`src/rtl/irqlv_pkg.sv`:
```
package irqlv_pkg;
  parameter int SUM_W  = 32;
  parameter int SW_LO  = 4;
  parameter int SW_N   = 15;
  parameter int EXT_LO = 16;
  parameter int EXT_N  = 16;
  parameter int LVL_W  = 5;
  parameter int AST_W  = 4;

  localparam int SW_IW  = (SW_N  > 1) ? $clog2(SW_N)  : 1;
  localparam int EXT_IW = (EXT_N > 1) ? $clog2(EXT_N) : 1;

  typedef logic [LVL_W-1:0] level_t;
  typedef logic [SUM_W-1:0] summary_t;

  function automatic summary_t field_mask(int lo, int n);
    summary_t m;
    m = '0;
    for (int i = 0; i < SUM_W; i++) begin
      if (i >= lo && i < lo + n) m[i] = 1'b1;
    end
    return m;
  endfunction
endpackage

```
`src/rtl/irqlv_scan.sv`:
```
module irqlv_scan #(
  parameter int N  = 16,
  parameter int IW = 4
) (
  input  logic [N-1:0]  req,
  output logic          hit,
  output logic [IW-1:0] top_idx
);
  always_comb begin
    hit     = 1'b0;
    top_idx = '0;
    for (int i = 0; i < N; i++) begin
      if (req[i]) begin
        hit     = 1'b1;
        top_idx = IW'(i);
      end
    end
  end
endmodule

```
`src/rtl/irqlv_merge.sv`:
```
module irqlv_merge
  import irqlv_pkg::*;
(
  input  logic              sw_hit,
  input  logic [SW_IW-1:0]  sw_idx,
  input  logic              ext_hit,
  input  logic [EXT_IW-1:0] ext_idx,
  output level_t            level
);
  always_comb begin
    if (ext_hit)
      level = LVL_W'(ext_idx) + LVL_W'(EXT_LO);
    else if (sw_hit)
      level = LVL_W'(sw_idx) + LVL_W'(1);
    else
      level = '0;
  end
endmodule

```
`src/rtl/irq_level_resolver.sv`:
```
module irq_level_resolver
  import irqlv_pkg::*;
(
  input  logic             clk,
  input  logic             rst_n,
  input  logic             eval_en,
  input  logic [SUM_W-1:0] sw_req,
  input  logic [SUM_W-1:0] ext_req,
  input  logic [LVL_W-1:0] cur_ipl,
  input  logic [AST_W-1:0] ast_req,
  output logic             trap_o,
  output logic [SUM_W-1:0] isr_o,
  output logic [LVL_W-1:0] intid_o,
  output logic             ast_err_o
);
  localparam int SW_HI  = SW_LO + SW_N - 1;
  localparam int EXT_HI = EXT_LO + EXT_N - 1;
  localparam summary_t SW_MASK  = field_mask(SW_LO, SW_N);
  localparam summary_t EXT_MASK = field_mask(EXT_LO, EXT_N);

  logic              sw_hit, ext_hit;
  logic [SW_IW-1:0]  sw_idx;
  logic [EXT_IW-1:0] ext_idx;
  level_t            level;
  summary_t          summary;
  logic              ast_bad, fire;

  // Synchronised reset release
  logic rst_s1, rst_s2;
  always_ff @(posedge clk or negedge rst_n) begin
    if (!rst_n) begin
      rst_s1 <= 1'b0;
      rst_s2 <= 1'b0;
    end else begin
      rst_s1 <= 1'b1;
      rst_s2 <= rst_s1;
    end
  end

  irqlv_scan #(.N(SW_N), .IW(SW_IW)) u_sw_scan (
    .req(sw_req[SW_HI:SW_LO]), .hit(sw_hit), .top_idx(sw_idx)
  );

  irqlv_scan #(.N(EXT_N), .IW(EXT_IW)) u_ext_scan (
    .req(ext_req[EXT_HI:EXT_LO]), .hit(ext_hit), .top_idx(ext_idx)
  );

  irqlv_merge u_merge (
    .sw_hit(sw_hit), .sw_idx(sw_idx),
    .ext_hit(ext_hit), .ext_idx(ext_idx),
    .level(level)
  );

  // Next-state logic
  logic     trap_d, err_d;
  summary_t isr_d;
  level_t   intid_d;

  always_comb begin
    summary = (sw_req & SW_MASK) | (ext_req & EXT_MASK);
    ast_bad = |ast_req;
    fire    = eval_en && !ast_bad && (level != '0) && (level > cur_ipl);
    trap_d  = fire;
    err_d   = eval_en && ast_bad;
    isr_d   = fire ? summary : isr_o;
    intid_d = fire ? level : intid_o;
  end

  // State registers
  always_ff @(posedge clk or negedge rst_n) begin
    if (!rst_n) begin
      trap_o    <= 1'b0;
      ast_err_o <= 1'b0;
      isr_o     <= '0;
      intid_o   <= '0;
    end else if (rst_s2) begin
      trap_o    <= trap_d;
      ast_err_o <= err_d;
      isr_o     <= isr_d;
      intid_o   <= intid_d;
    end
  end
endmodule

```
`config.mk`:
```
export PLATFORM = sky130hd
export DESIGN_NAME = irq_level_resolver
export DESIGN_NICKNAME = d
export VERILOG_FILES = /design/src/rtl/irqlv_pkg.sv /design/src/rtl/irqlv_scan.sv /design/src/rtl/irqlv_merge.sv /design/src/rtl/irq_level_resolver.sv
export SDC_FILE = /design/constraint.sdc
export NUM_CORES = 1
export LEC_CHECK = 0
export ABC_AREA = 1
export CORE_ASPECT_RATIO = 1.75
export CORE_MARGIN = 5
export CORE_UTILIZATION = 50
export DETAILED_ROUTE_END_ITERATION = 10
export DONT_BUFFER_PORTS = 1
export PLACE_DENSITY = 0.7
export SYNTH_ARGS = -nofsm -noshare
export SYNTH_HDL_FRONTEND = slang
export SYNTH_HIERARCHICAL = 1
export SYNTH_SLANG_ARGS = --single-unit
```
`constraint.sdc`:
```
create_clock -name clk -period 1.96 [get_ports clk]
set_input_delay 0.392 -clock clk [delete_from_list [all_inputs] [get_ports clk]]
set_output_delay 0.392 -clock clk [all_outputs]
set_load 0.05 [all_outputs]
```
==> run summary <==
dfrtp_1 takes more of the synthesized area than any other cell. The sequential cell area was 925.9 sq um. The worst setup path is launched from an input port. The cell area reported after detailed placement is 2472 sq um.

On the critical path the largest part of the delay comes from simple AND/OR/NAND/NOR gates. STA puts the critical path data required time at 2.14 ns. In this run, flip-flops and latches consume 61.0% of the power. For the fmax, the log shows 403.4 MHz. The met1 layer usage reported by global route is 21.09%. The clock network accounts for 25.3% of the total power.

Antenna diode count: 0. The most critical setup path has its endpoint at isr_o[24]$_DFFE_PN0P_. Counting I/O delays and the setup requirement, the final critical path takes 2.479 ns. The mapped netlist covers 2251 sq um.

For the total setup violations reported at the end of the flow, the log shows 34. For the number of placement rows, the log shows 32. Global routing consumed, on the met3 layer, 5.374% of the routing resources.

The critical path is of the in2reg type. Initial antenna violation count: 0. On the worst path, the slowest cell contributes a delay of 0.31 ns.

Clock-pin slew reported for the worst setup and hold paths after clock tree synthesis: 0.07 ns. Yosys printed 6 warnings. In the final design database the tool counted 426 nets.

In the routed design, unresolved DRC markers number 0. Detailed routing inserted a total of 2043 vias. The number of cells on the worst reg-to-reg path is 8, and the number of max-slew violations in the final report is 0.

The region available for standard cell placement spans 4404 sq um. In this run the power spent charging and discharging nets is 1.009 mW. Counting flops and latches in the post-synthesis netlist gives 37. Internal power comes to 1.336 mW. The via count of the first global-routing pass came out at 1895. The maximum buffer depth of the clock tree is 2, and the number of synthesized flops with an enable pin is 0.

The most heavily used metal layer in global routing is met2. The worst register-to-register path has a setup slack of 0.66 ns. The most common cell in the netlist was nand2_1.

The timing startpoint of the critical path is sw_req[6]. For the share of total power in combinational logic, the log shows 13.7%. For this run, the detailed router's first-pass iteration total came to 4. The final cell utilization of the core was 63.66%. Hold path startpoint: ext_req[28].

The run gives 2804 sq um as the post-route standard cell area excluding fillers. In this run, CTS created clock tree buffers numbering 5. In the global route stage, overall resource usage came out at 18.44%.

For this run, global-route usage on met2 was measured as 32.73%. The clock tree synthesis step divided the H-tree into 2 levels. The largest individual stage delay along the critical path comes from the cell ha_1. The run gives 100 as the initial detailed-routing violation count. The total overflow left after global routing is 0. Fraction of power spent switching nets: 43.02%. After filler insertion, the fill cell instance count of the layout stands at 388. The worst register-to-register path ends at isr_o[29]$_DFFE_PN0P_. The share of cells above drive strength 1 is 25.80%. The run gives -0.5186 ns as the minimum setup slack in the final design. The cell occurring most often along the worst timing path is nand2_1.

Cell area power density: 836.1 nW/um^2. The final weighted congestion in routability-driven placement came out at 0.7855. The area growth from synthesis to layout was 24.57%; the global-route wire length before repair was 8618 microns. The routed design has 5667 microns of wire. The tools report the total power draw as 2.344 mW.

The total leakage power is 1.542 nW, and the number of hold-slack violations in the final timing report is 0. The tools report the maximum number of pins on one net before global-route repair as 38. In the final routed layout, each cell accounts on average for 14.31 microns.

Maximum VDD drop: 817.6 uV. The path class of the tightest hold or removal check is in2reg. During placement, the flow inserted port buffers numbering 0. At the pin with the least slew margin, the transition time is 0.5584 ns.

Data on the critical path arrives at its endpoint at 2.66 ns. The tools report the clock root buffer as clkbuf_8. In the synthesized netlist the async set-or-reset flop fraction comes to 100.0%. After detailed routing, the number of vias per cell comes to 5.159. For the detailed placer's ending HPWL, the log shows 4043 microns. The total die area is 5997 sq um, and the count of mapped cells out of synthesis is 313. The checks that failed: setup timing.

Die boundary width: 60.72 microns. The commonest cells after synthesis are 124 x nand2_1, 42 x nand3_1, 39 x inv_1, 37 x dfrtp_1, 18 x nor2_1. The top-area cell type share of the netlist area was 41.13%; the number of different library cells in the post-synthesis netlist was 29.

In the post-synthesis netlist, the biggest area contributors are dfrtp_1 41%, nand2_1 21%, nand3_1 9.3%. Measured against its own limit, the worst slew margin works out to 62.77%. The run finished, with violations left.

Clock latency reported for the late side of the worst-skew pair: 0.28 ns. The post-route fraction of the period consumed by the critical path was 126.5%. Of all nets on the critical path, the largest fanout is 9. The tool flagged a number of max-cap violations equal to 0.

Across the routed clock network, the largest skew measured is 0.002994 ns. The worst register-to-register path begins at rst_s2$_DFF_PN0_. The area used by multi-input combinational logic was 1146 sq um; the remaining antenna violation count was 0. Synthesized area per cell: 7.191 sq um. The share of the Yosys chip area taken by registers is 41.13%. The worst setup path is captured at a register. Setup repair after global routing could not meet its margin everywhere. The total stage count of the critical path came out at 27. Pin placement for this block handled 115 I/O pins.

The die height works out to 98.76 microns. The run gives 37 as the number of clock sinks. TritonCTS built the clock tree. Initial cell density of the core: 51.11%. Most instantiated flip-flop cell in the synthesis netlist: dfrtp_1.

The critical path buffer and inverter count is 4.
## repair_timing
action,in CTS,in global routing
buffers inserted,1,3
cloned,0,3
resized for setup,6,21
hold buffers,2,0
pin swaps,1,20
setup endpoints to repair,34,34
endpoints found under the hold margin,37,0
## sequential cells by signal, summed over array words and instances (netlist names)
signal and flops:
rst_s2 1, trap_o 1, ast_err_o 1, isr_o 28, rst_s1 1, intid_o 5
## per-stage QoR
step | hold WS [ns] | TNS (ns) | instances | worst slack (ns)
after floorplan | 0.09641 | -19.86 | 316 | -0.6051
after global placement | 0.09748 | -25.46 | 379 | -0.7719
after detailed placement | 0.09734 | -26.62 | 379 | -0.8208
after CTS | 0.2202 | -13.85 | 390 | -0.4236
after global routing | 0.2286 | -22.40 | 396 | -0.6766
final | 0.2296 | -16.97 | 396 | -0.5186
## power groups by stage
stage | combinational (mW) | sequential (mW) | clock [mW]
after floorplan | 0.226 | 1.42 | 0
final | 0.322 | 1.43 | 0.593
after CTS | 0.298 | 1.43 | 0.601
after global placement | 0.265 | 1.45 | 0
after detailed placement | 0.274 | 1.45 | 0
after global routing | 0.372 | 1.45 | 0.643
## layout make-up
cell class / count / share of cell area, %
clock buffer: 7 / 3.436
clock inverter: 1 / 0.1785
inverter: 44 / 6.827
multi-input combinational: 222 / 40.87
sequential: 37 / 33.02
tap: 51 / 2.276
timing repair buffer: 34 / 13.39
## layout by cell type, fill, tap and decap left out
master	count
dfrtp_1	37
o21bai_2	1
ha_2	1
clkinv_8	1
clkinv_2	1
nor2_1	17
buf_12	6
nand2_2	12
a21oi_2	2
nand3_2	11
clkbuf_8	7
inv_1	37
nor2_4	1
nand2_4	2
ha_1	5
dlygate4sd3_1	1
o21ai_2	2
o31ai_1	1
o21ai_0	3
nor2_2	4
inv_2	4
nor3_1	3
nand3_4	2
conb_1	5
a31o_2	1
buf_6	2
nand3_1	32
bufinv_8	1
or2_2	3
clkinv_1	1
nand4_1	1
buf_4	23
a31o_1	1
clkbuf_16	2
nand2_1	112
## how the worst min path moves through the flow
stage,cells past startpoint,slack [ns],to
after floorplan,0,0.1,ast_err_o$_DFFE_PN0P_
after global placement,0,0.1,isr_o[6]$_DFFE_PN0P_
after detailed placement,0,0.1,isr_o[8]$_DFFE_PN0P_
after CTS,2,0.22,isr_o[23]$_DFFE_PN0P_
after global routing,2,0.23,isr_o[29]$_DFFE_PN0P_
final,2,0.23,isr_o[28]$_DFFE_PN0P_
## worst reg2reg max path, cell delays in order, from the launching register on
cell,delay (ns)
dfrtp_1,0.40
nand2_2,0.08
clkinv_1,0.05
nand3_1,0.08
nor2_2,0.16
nand3_4,0.11
buf_12,0.17
nand2_1,0.07
nand2_1,0.06
## kinds of logic (layout without fill, tap and decap cells)
logic type	Yosys count	in the layout	synth area share, %
compound gates	11	11	3.336
fa+ha+maj	6	6	3.335
buf+inv	57	86	13.17
flops	37	37	41.13
other cells	2	5	0.3336
simple gates	200	200	38.69
## per-layer routing
layer  vias to the layer above  routed length [microns]  share of wire, %
li1                       1021                        -                 -
met1                       945                     1949                34
met2                        68                     3141                55
met3                         9                      451               8.0
met4                         0                      125               2.2
met5                         -                        0                 0
No activity file was read; power rests on OpenSTA's default activity.
